$ cat config.mk
export PLATFORM = sky130hd
export DESIGN_NAME = ahbl_mem_sub
export DESIGN_NICKNAME = d
export VERILOG_FILES = /design/src/rtl/ahbl_mem_pkg.sv /design/src/rtl/amem_capture.sv /design/src/rtl/amem_resp.sv /design/src/rtl/amem_store.sv /design/src/rtl/ahbl_mem_sub.sv
export SDC_FILE = /design/constraint.sdc
export NUM_CORES = 2
export LEC_CHECK = 0
export BUFFER_PORTS_ARGS = -buffer_cell sky130_fd_sc_hd__clkbuf_2
export CAP_MARGIN = 20
export CORE_ASPECT_RATIO = 1.25
export CORE_MARGIN = 5
export CORE_UTILIZATION = 35
export CTS_CLUSTER_DIAMETER = 30
export DETAILED_ROUTE_END_ITERATION = 8
export PLACE_DENSITY = 0.56
export SLEW_MARGIN = 15
export SYNTH_ARGS = -nofsm -noshare
export SYNTH_HDL_FRONTEND = slang
export SYNTH_SLANG_ARGS = --single-unit
$ cat constraint.sdc
create_clock -name clk -period 12.3 [get_ports clk]
set_input_delay 1.845 -clock clk [delete_from_list [all_inputs] [get_ports clk]]
set_output_delay 1.845 -clock clk [all_outputs]
set_load 0.005 [all_outputs]
$ cat src/rtl/ahbl_mem_pkg.sv
package ahbl_mem_pkg;
  timeunit 1ns;
  timeprecision 100ps;

  localparam int BUS_W = 32;
  localparam int LANES = BUS_W / 8;

  typedef enum logic [1:0] {
    TR_IDLE = 2'b00,
    TR_BUSY = 2'b01,
    TR_NSEQ = 2'b10,
    TR_SEQ  = 2'b11
  } trans_e;

  typedef enum logic [1:0] {
    SQ_IDLE   = 2'b00,
    SQ_ERR_LO = 2'b01,
    SQ_ERR_HI = 2'b10
  } seq_e;

  // True for transfer types that carry data.
  function automatic logic is_xfer(input logic [1:0] t);
    return (t == TR_NSEQ) || (t == TR_SEQ);
  endfunction

  // Byte-lane mask from transfer size and the low address bits.
  function automatic logic [LANES-1:0] lane_mask(input logic [2:0] sz, input logic [1:0] lo);
    logic [LANES-1:0] m;
    case (sz)
      3'd0:    m = 4'b0001 << lo;
      3'd1:    m = lo[1] ? 4'b1100 : 4'b0011;
      default: m = 4'b1111;
    endcase
    return m;
  endfunction
endpackage

$ cat src/rtl/amem_capture.sv
module amem_capture
  import ahbl_mem_pkg::*;
#(
  parameter int ADDR_W    = 32,
  parameter int MEM_WORDS = 64
) (
  input  logic                           clk,
  input  logic                           rst_n,
  input  logic                           sel_i,
  input  logic                           rdy_i,
  input  logic [1:0]                     trans_i,
  input  logic [ADDR_W-1:0]              addr_i,
  input  logic                           wr_i,
  input  logic [2:0]                     size_i,
  output logic                           acc_o,
  output logic                           acc_oob_o,
  output logic                           dp_vld_o,
  output logic                           dp_wr_o,
  output logic                           dp_oob_o,
  output logic [2:0]                     dp_size_o,
  output logic [$clog2(MEM_WORDS)+1:0]   dp_off_o
);
  timeunit 1ns;
  timeprecision 100ps;

  localparam int OFF_W = $clog2(MEM_WORDS) + 2;
  localparam int LW    = ADDR_W + 1;
  localparam logic [LW-1:0] LIMIT = LW'(MEM_WORDS * LANES);

  assign acc_o     = sel_i && rdy_i && is_xfer(trans_i);
  assign acc_oob_o = acc_o && ({1'b0, addr_i} >= LIMIT);

  always_ff @(posedge clk) begin
    if (!rst_n) begin
      dp_vld_o  <= 1'b0;
      dp_wr_o   <= 1'b0;
      dp_oob_o  <= 1'b0;
      dp_size_o <= 3'd0;
      dp_off_o  <= '0;
    end else if (rdy_i) begin
      dp_vld_o <= acc_o;
      if (acc_o) begin
        dp_wr_o   <= wr_i;
        dp_oob_o  <= acc_oob_o;
        dp_size_o <= size_i;
        dp_off_o  <= addr_i[OFF_W-1:0];
      end
    end
  end

  AST_HOLD_ON_STALL: assert property (@(posedge clk) disable iff (!rst_n)
    !rdy_i |=> $stable(dp_vld_o) && $stable(dp_off_o) && $stable(dp_wr_o)) else $error("capture moved during stall");
endmodule

$ cat src/rtl/amem_resp.sv
module amem_resp
  import ahbl_mem_pkg::*;
#(
  parameter int WAIT_STATES = 1
) (
  input  logic clk,
  input  logic rst_n,
  input  logic acc_i,
  input  logic acc_oob_i,
  output logic ready_o,
  output logic err_o
);
  timeunit 1ns;
  timeprecision 100ps;

  localparam int CNT_W   = (WAIT_STATES > 1) ? $clog2(WAIT_STATES + 1) : 1;
  localparam int MAX_LOW = (WAIT_STATES > 1) ? WAIT_STATES : 1;

  seq_e             st_q;
  seq_e             st_d;
  logic [CNT_W-1:0] cnt_q;
  logic [2:0]       low_run_q;

  generate
    if (WAIT_STATES == 0) begin : g_nowait
      assign cnt_q = '0;
    end else begin : g_cnt
      localparam logic [CNT_W-1:0] CNT_LOAD = CNT_W'(WAIT_STATES);
      always_ff @(posedge clk) begin
        if (!rst_n)                   cnt_q <= '0;
        else if (acc_i && !acc_oob_i) cnt_q <= CNT_LOAD;
        else if (cnt_q != '0)         cnt_q <= cnt_q - 1'b1;
      end
    end
  endgenerate

  always_comb begin
    st_d = st_q;
    case (st_q)
      SQ_IDLE:   if (acc_oob_i) st_d = SQ_ERR_LO;
      SQ_ERR_LO: st_d = SQ_ERR_HI;
      SQ_ERR_HI: st_d = acc_oob_i ? SQ_ERR_LO : SQ_IDLE;
      default:   st_d = SQ_IDLE;
    endcase
  end

  always_ff @(posedge clk) begin
    if (!rst_n) st_q <= SQ_IDLE;
    else        st_q <= st_d;
  end

  assign ready_o = (cnt_q == '0) && (st_q != SQ_ERR_LO);
  assign err_o   = (st_q != SQ_IDLE);

  // Length of the current low stretch of ready, for the bound check.
  always_ff @(posedge clk) begin
    if (!rst_n)                  low_run_q <= 3'd0;
    else if (ready_o)            low_run_q <= 3'd0;
    else if (low_run_q != 3'd7)  low_run_q <= low_run_q + 3'd1;
  end

  AST_WAIT_BOUNDED: assert property (@(posedge clk) disable iff (!rst_n)
    !ready_o |-> (low_run_q < 3'(MAX_LOW))) else $error("ready held low too long");
  AST_ERR_FIRST_LOW: assert property (@(posedge clk) disable iff (!rst_n)
    $rose(err_o) |-> !ready_o) else $error("error began with ready high");
  AST_ERR_SECOND_HIGH: assert property (@(posedge clk) disable iff (!rst_n)
    (err_o && !ready_o) |=> (err_o && ready_o)) else $error("error second cycle wrong");
  AST_NO_XFER_NO_WAIT: assert property (@(posedge clk) disable iff (!rst_n)
    (ready_o && !acc_i) |=> (ready_o && !err_o)) else $error("wait without a transfer");
endmodule

$ cat src/rtl/amem_store.sv
module amem_store
  import ahbl_mem_pkg::*;
#(
  parameter int MEM_WORDS = 64
) (
  input  logic                           clk,
  input  logic                           we_i,
  input  logic [LANES-1:0]               lanes_i,
  input  logic [$clog2(MEM_WORDS)-1:0]   idx_i,
  input  logic [BUS_W-1:0]               wdata_i,
  output logic [BUS_W-1:0]               rdata_o
);
  timeunit 1ns;
  timeprecision 100ps;

  logic [BUS_W-1:0] mem [MEM_WORDS];
  logic [BUS_W-1:0] merged;

  generate
    for (genvar g = 0; g < LANES; g++) begin : g_lane
      assign merged[8*g +: 8] = lanes_i[g] ? wdata_i[8*g +: 8] : mem[idx_i][8*g +: 8];
    end
  endgenerate

  always_ff @(posedge clk) begin
    if (we_i) mem[idx_i] <= merged;
  end

  assign rdata_o = mem[idx_i];
endmodule

$ cat src/rtl/ahbl_mem_sub.sv
module ahbl_mem_sub
  import ahbl_mem_pkg::*;
#(
  parameter int ADDR_W      = 32,
  parameter int MEM_WORDS   = 64,
  parameter int WAIT_STATES = 1
) (
  input  logic              clk,
  input  logic              rst_n,
  input  logic              sel,
  input  logic [ADDR_W-1:0] bus_addr,
  input  logic [1:0]        bus_trans,
  input  logic              bus_write,
  input  logic [2:0]        bus_size,
  input  logic [BUS_W-1:0]  bus_wdata,
  input  logic              bus_ready_in,
  output logic              ready_out,
  output logic              resp_err,
  output logic [BUS_W-1:0]  bus_rdata
);
  timeunit 1ns;
  timeprecision 100ps;

  localparam int IDX_W = $clog2(MEM_WORDS);
  localparam int OFF_W = IDX_W + 2;

  logic             acc, acc_oob;
  logic             dp_vld, dp_wr, dp_oob;
  logic [2:0]       dp_size;
  logic [OFF_W-1:0] dp_off;
  logic             mem_we;
  logic [LANES-1:0] mem_lanes;
  logic [BUS_W-1:0] mem_rd;

  amem_capture #(.ADDR_W(ADDR_W), .MEM_WORDS(MEM_WORDS)) u_cap (
    .clk(clk), .rst_n(rst_n), .sel_i(sel), .rdy_i(bus_ready_in),
    .trans_i(bus_trans), .addr_i(bus_addr), .wr_i(bus_write), .size_i(bus_size),
    .acc_o(acc), .acc_oob_o(acc_oob), .dp_vld_o(dp_vld), .dp_wr_o(dp_wr),
    .dp_oob_o(dp_oob), .dp_size_o(dp_size), .dp_off_o(dp_off)
  );

  amem_resp #(.WAIT_STATES(WAIT_STATES)) u_resp (
    .clk(clk), .rst_n(rst_n), .acc_i(acc), .acc_oob_i(acc_oob),
    .ready_o(ready_out), .err_o(resp_err)
  );

  // Data phase acts only on registered control; the write lands when ready is high.
  assign mem_we    = dp_vld && dp_wr && !dp_oob && ready_out;
  assign mem_lanes = lane_mask(dp_size, dp_off[1:0]);

  amem_store #(.MEM_WORDS(MEM_WORDS)) u_mem (
    .clk(clk), .we_i(mem_we), .lanes_i(mem_lanes), .idx_i(dp_off[OFF_W-1:2]),
    .wdata_i(bus_wdata), .rdata_o(mem_rd)
  );

  assign bus_rdata = (dp_vld && !dp_wr && !dp_oob) ? mem_rd : '0;

  AST_QUIET_WHEN_IDLE: assert property (@(posedge clk) disable iff (!rst_n)
    !dp_vld |-> (ready_out && !resp_err && bus_rdata == '0)) else $error("not quiet while idle");
  AST_NO_WRITE_ON_ERR: assert property (@(posedge clk) disable iff (!rst_n)
    mem_we |-> !resp_err) else $error("memory written during error");
endmodule

# Word level (Yosys, flattened, before mapping)

Memories as Yosys holds them, arrays and structs flattened. A register that Yosys moved wholly into a read port is not among the register bits.
Index checks and enable logic that the tools add are counted.

RAM bits: 2048
Logic and storage cells: 53
Memories: 1
Register bits: 17

Equality and inequality tests: 7
Reduce and logical (&&, ||, !) cells: 18
$add $sub $neg: 1
$lt $le $gt $ge: 1
Shift operators: 1
Muxes and demuxes: 16
Bitwise logic cells: 1

Memories:

| name      | words | width | read ports | clocked after Yosys merged registers in | wr ports | RTL line         | text |
|---|---|---|---|---|---|---|---|
| u_mem.mem | 64    | 32    | 1          | 1                                       | 1        | amem_store.sv:16 | `logic [BUS_W-1:0] mem [MEM_WORDS];` |

Operators by type and width:

| cell                                                                                 | count |
|---|---|
| 32-bit by 9-bit greater-or-equal comparator with 1-bit output, second input constant | 1 |
| 32-bit 2-to-1 mux                                                                    | 1 |
| 8-bit 2-to-1 mux                                                                     | 4 |
| 6-bit 2-to-1 mux                                                                     | 2 |
| 1-bit logical AND                                                                    | 10 |
| 4-bit case mux with 2 select lines                                                   | 1 |
| 2-bit equality test, second input constant                                           | 3 |
| 2-bit case mux with 3 select lines                                                   | 1 |
| 1-bit 2-to-1 mux                                                                     | 5 |
| 4-bit 2-to-1 mux                                                                     | 1 |
| 2-bit by 1-bit != test with 1-bit output, second input constant                      | 2 |
| 1-bit by 2-bit << shifter with 4-bit output, first input constant                    | 1 |
| 3-bit by 1-bit equality test with 1-bit output, second input constant                | 1 |
| 1-bit zero test                                                                      | 3 |
| 3-bit zero test                                                                      | 1 |
| 2-bit by 1-bit equality test with 1-bit output, second input constant                | 1 |
| 2-bit zero test                                                                      | 1 |
| 2-bit 2-to-1 mux                                                                     | 1 |
| 2-bit AND reduction                                                                  | 1 |
| 2-bit nonzero test                                                                   | 1 |
| 1-bit logical OR                                                                     | 1 |
| 1-bit inverter                                                                       | 1 |
| 1-bit subtractor, second input constant                                              | 1 |

# Longest topological paths before layout

Depth after elaboration: 7
Mapped depth: 11

# Modules after synthesis

A second synthesis with hierarchy kept.

Cell total of the unflattened synthesis: 4748
Area, all modules: 81290.5 um^2

By module, submodules not included:

| module       | cells each | times used | area an instance (um^2) |
|---|---|---|---|
| amem_store   | 4625       | 1          | 80309.5 |
| amem_capture | 68         | 1          | 575.6 |
| ahbl_mem_sub | 45         | 1          | 306.5 |
| amem_resp    | 10         | 1          | 98.8 |

# Worst setup path before layout

Ideal clock, no wire load.

Path kind: register to register
Start: reg (tool-made name)
End: mem u_mem.mem[0][0] (data pin)
Required time: 11.580 ns
Data arrival time: 4.255 ns
Path slack: 7.325 ns
Library setup time: 0.720 ns
Stages on the path, launching flop included: 10
Period minus slack after synthesis: 4.975 ns
Cell sequence: dfxtp_1 buf_4 buf_6 buf_6 buf_2 nor2_2 a22oi_1 a31oi_1 a211oi_2 o31ai_1

RTL lines:

| element   | RTL line |
|---|---|
| to (decl) | amem_store.sv:16 |

==> out/metrics.cfg <==
[clock_network]
cts_hold_buf = 0
htreeDepth = 5
cts_tree = built
cts_buffers = 329
cts_buffer_depth = 4
insertion_delay_ns = 0.84
cts_setup_buffers = 0
clock_sinks = 2071
clk_pin_slew_ns = 0.06
root_buffer = clkbuf_16
cts.repair.resized = 0

[sta]
min_period_ns = 7.21
finalHoldViolCount = 0
max_freq_mhz = 139
max_slew.worst_pin.slew_ns = 1.14
finalSetupViolCount = 0
drv_slew = 0
max_slew_margin_pct = 24.3
rsz0062_at_grt = false
final.setup.tns_ns = 0
fin_crit_sh_pct = 58.6
finClkSkew_ns = 0.0611

[min_path]
whs_path_depth = 1
hp-class = register to register

[critical_path]
start_kind = register
worst-path-stages = 8
r2r_cells = 8
cp_common_cell = buf_4
cpLargestDelayFamily = buffers and inverters
cp_slowest_stage_delay_ns = 0.81
r2r_slack_ns = 7.13
cp-end-kind = output pin
path_class = register to output pin
cp_max_fo = 38
path_cells = buf_4, buf_4, mux4_2, mux2i_1, o21ai_0, a211oi_2, nor3_1, clkbuf_2
worstPathRequired_ns = 10.45
endpoint = bus_rdata[0]
critPathBufInv = 3
slowest_stage = dfxtp_4
crit_arrival_ns = 5.37
r2r_end = u_mem.mem[62][25]$_DFFE_PP_

[floorplan]
die_width_um = 439
ios = 108
die_h_um = 547
core_um2 = 230000
rows = 197
die_area_um2 = 240000
initial_utilization_pct = 35.1

[cells_and_area]
final_cell_mix = edfxtp_1 (2,048), mux4_2 (343), clkbuf_16 (335)
fin_util_pct = 42.2
final_common_cell = edfxtp_1
drive_above_1_share_pct = 31.4
nets = 4326
fill_cells = 19900
regArea_um2 = 62000
multi_input_area_um2 = 18100
syn2layout_area_growth_pct = 20.4

[placed_design]
routabilityCongestion = 0.802
hpwlAfterDp_um = 120000
portBuffers = 106

[status]
status = complete, no violations

[global_route]
grt_pass1_vias = 42400
overflow = 0
grt_pass1_wl_um = 315000
track_usage_pct = 18.2
grt_max_degree = 138
antenna_found_initial = 5

[yosys]
synth-seq-cells = 2071
async_flop_share_pct = 0
synth_top_area_cell = edfxtp_1
synth_top_area_share_pct = 76.3
yosys-top-cells-area = edfxtp_1 (76%), mux4_2 (9.6%), mux2i_1 (3.1%)
synth_area_per_cell_um2 = 20.7
ys_seq_area_share_pct = 76.9
synth_area_um2 = 80600
synth_cell_type_count = 79
synth_edf_count = 2048
syn_inst = 3886
syn_nets = 3960
ys.flop_type = edfxtp_1
yosys_warnings = 0

[route]
avgViaCountPerCell = 5.42
drc_errors = 0
vias = 41300
wl_per_cell_um = 29.4
first_pass_iters = 5
drtIter0Drc = 4227
wl_um = 224000
antenna_left = 0

[job]
cap_violations = 0

[power_and_ir_drop]
power.density_nw_per_um2 = 186
power_uw = 18100
leakage_uw = 0.0298
ir_worst_vdd_v = 0.000130

[worst reg2reg max path, delay by kind of cell (launching register included)]
kind / cells / cell delay [ns]
multiplexers: 2 / 1.38
flip-flops: 1 / 0.81
buffers and inverters: 3 / 1.89
AO/OA/AOI/OAI: 3 / 0.72
[sequential cells by signal, indices dropped and copies added (netlist names), named ones only]
signal and cells:
u_cap.dp_off_o 8, u_cap.dp_oob_o 1, u_cap.dp_size_o 3, u_cap.dp_vld_o 1, u_cap.dp_wr_o 1, u_mem.mem 2048, u_resp.cnt_q 1, u_resp.st_q 2
[power by group]
part           internal [uW]  switching, uW
Sequential              7980           12.1
Clock                   5880           3490
Combinational            187            534
Total                  14000           4030
[cell families after synthesis]
family          Yosys count  synth area share [%]
buf+inv                 224                  1.84
simple gates            432                  2.72
mux                     709                  14.5
compound gates          450                  4.07
flops                  2071                  76.9
[cell usage after synthesis, drive strengths merged, types with 4 or more instances]
master      n
or3b        8
dfxtp      23
o31ai      10
buf       169
and4        5
nor2      134
nor2b      18
or3         5
nor4bb      4
nand2b     15
a211oi     14
o22ai     100
o32ai       4
edfxtp   2048
a21o        4
mux2i     252
nand2      87
and2        9
nor3       21
a41oi       5
nor4       12
a21oi      54
a211o       4
a22o       26
a31oi      23
o2111ai    13
nand4      13
a221oi     19
a21boi     13
o21ai      21
nand3      72
nand3b     12
a31o       17
a22oi     110
mux4      354
mux2      103
clkbuf     51
[through the flow]
stage	std cells	area [um^2]	setup WS, ns	hold WS, ns
after floorplan	3886	80600	7.33	0.405
after global placement	6998	85600	5.83	0.423
after detailed placement	7002	85700	5.86	0.446
after CTS	7604	97000	4.95	0.451
after global routing	7608	97100	4.76	0.468
final	7610	97100	5.09	0.456
[worst min path at each step]
| stage | startpoint | end | slack, ns |
|---|---|---|---|
| 2_1_floorplan | u_resp.st_q[0]$_SDFFE_PN0P_ | u_resp.st_q[0]$_SDFFE_PN0P_ | 0.40 |
| 3_3_place_gp | u_resp.st_q[0]$_SDFFE_PN0P_ | u_resp.st_q[0]$_SDFFE_PN0P_ | 0.42 |
| 3_5_place_dp | u_resp.st_q[0]$_SDFFE_PN0P_ | u_resp.st_q[0]$_SDFFE_PN0P_ | 0.45 |
| 4_1_cts | u_resp.st_q[0]$_SDFFE_PN0P_ | u_resp.st_q[0]$_SDFFE_PN0P_ | 0.45 |
| 5_1_grt | u_resp.st_q[0]$_SDFFE_PN0P_ | u_resp.st_q[0]$_SDFFE_PN0P_ | 0.47 |
| 6_report | u_resp.st_q[0]$_SDFFE_PN0P_ | u_resp.st_q[0]$_SDFFE_PN0P_ | 0.46 |
[area by class of cell]
type | count | area share (%)
Multi-Input combinational cell | 1591 | 18.7
Inverter | 4 | 0.0155
Clock buffer | 349 | 8.69
Antenna cell | 3 | 0.00773
Sequential cell | 2071 | 63.8
Timing Repair Buffer | 255 | 1.80
Tap cell | 3084 | 3.97
Clock inverter | 253 | 2.99
[per-layer routing]
metal | vias to the layer above | global-route usage, % | part of all wire, %
met5 | - | 0 | 0
li1 | 17100 | - | -
met4 | 0 | 6.67 | 3.7
met2 | 1417 | 31.3 | 51
met1 | 22300 | 23.3 | 40
met3 | 375 | 2.68 | 5.4
(Power assumes the default switching activity.)
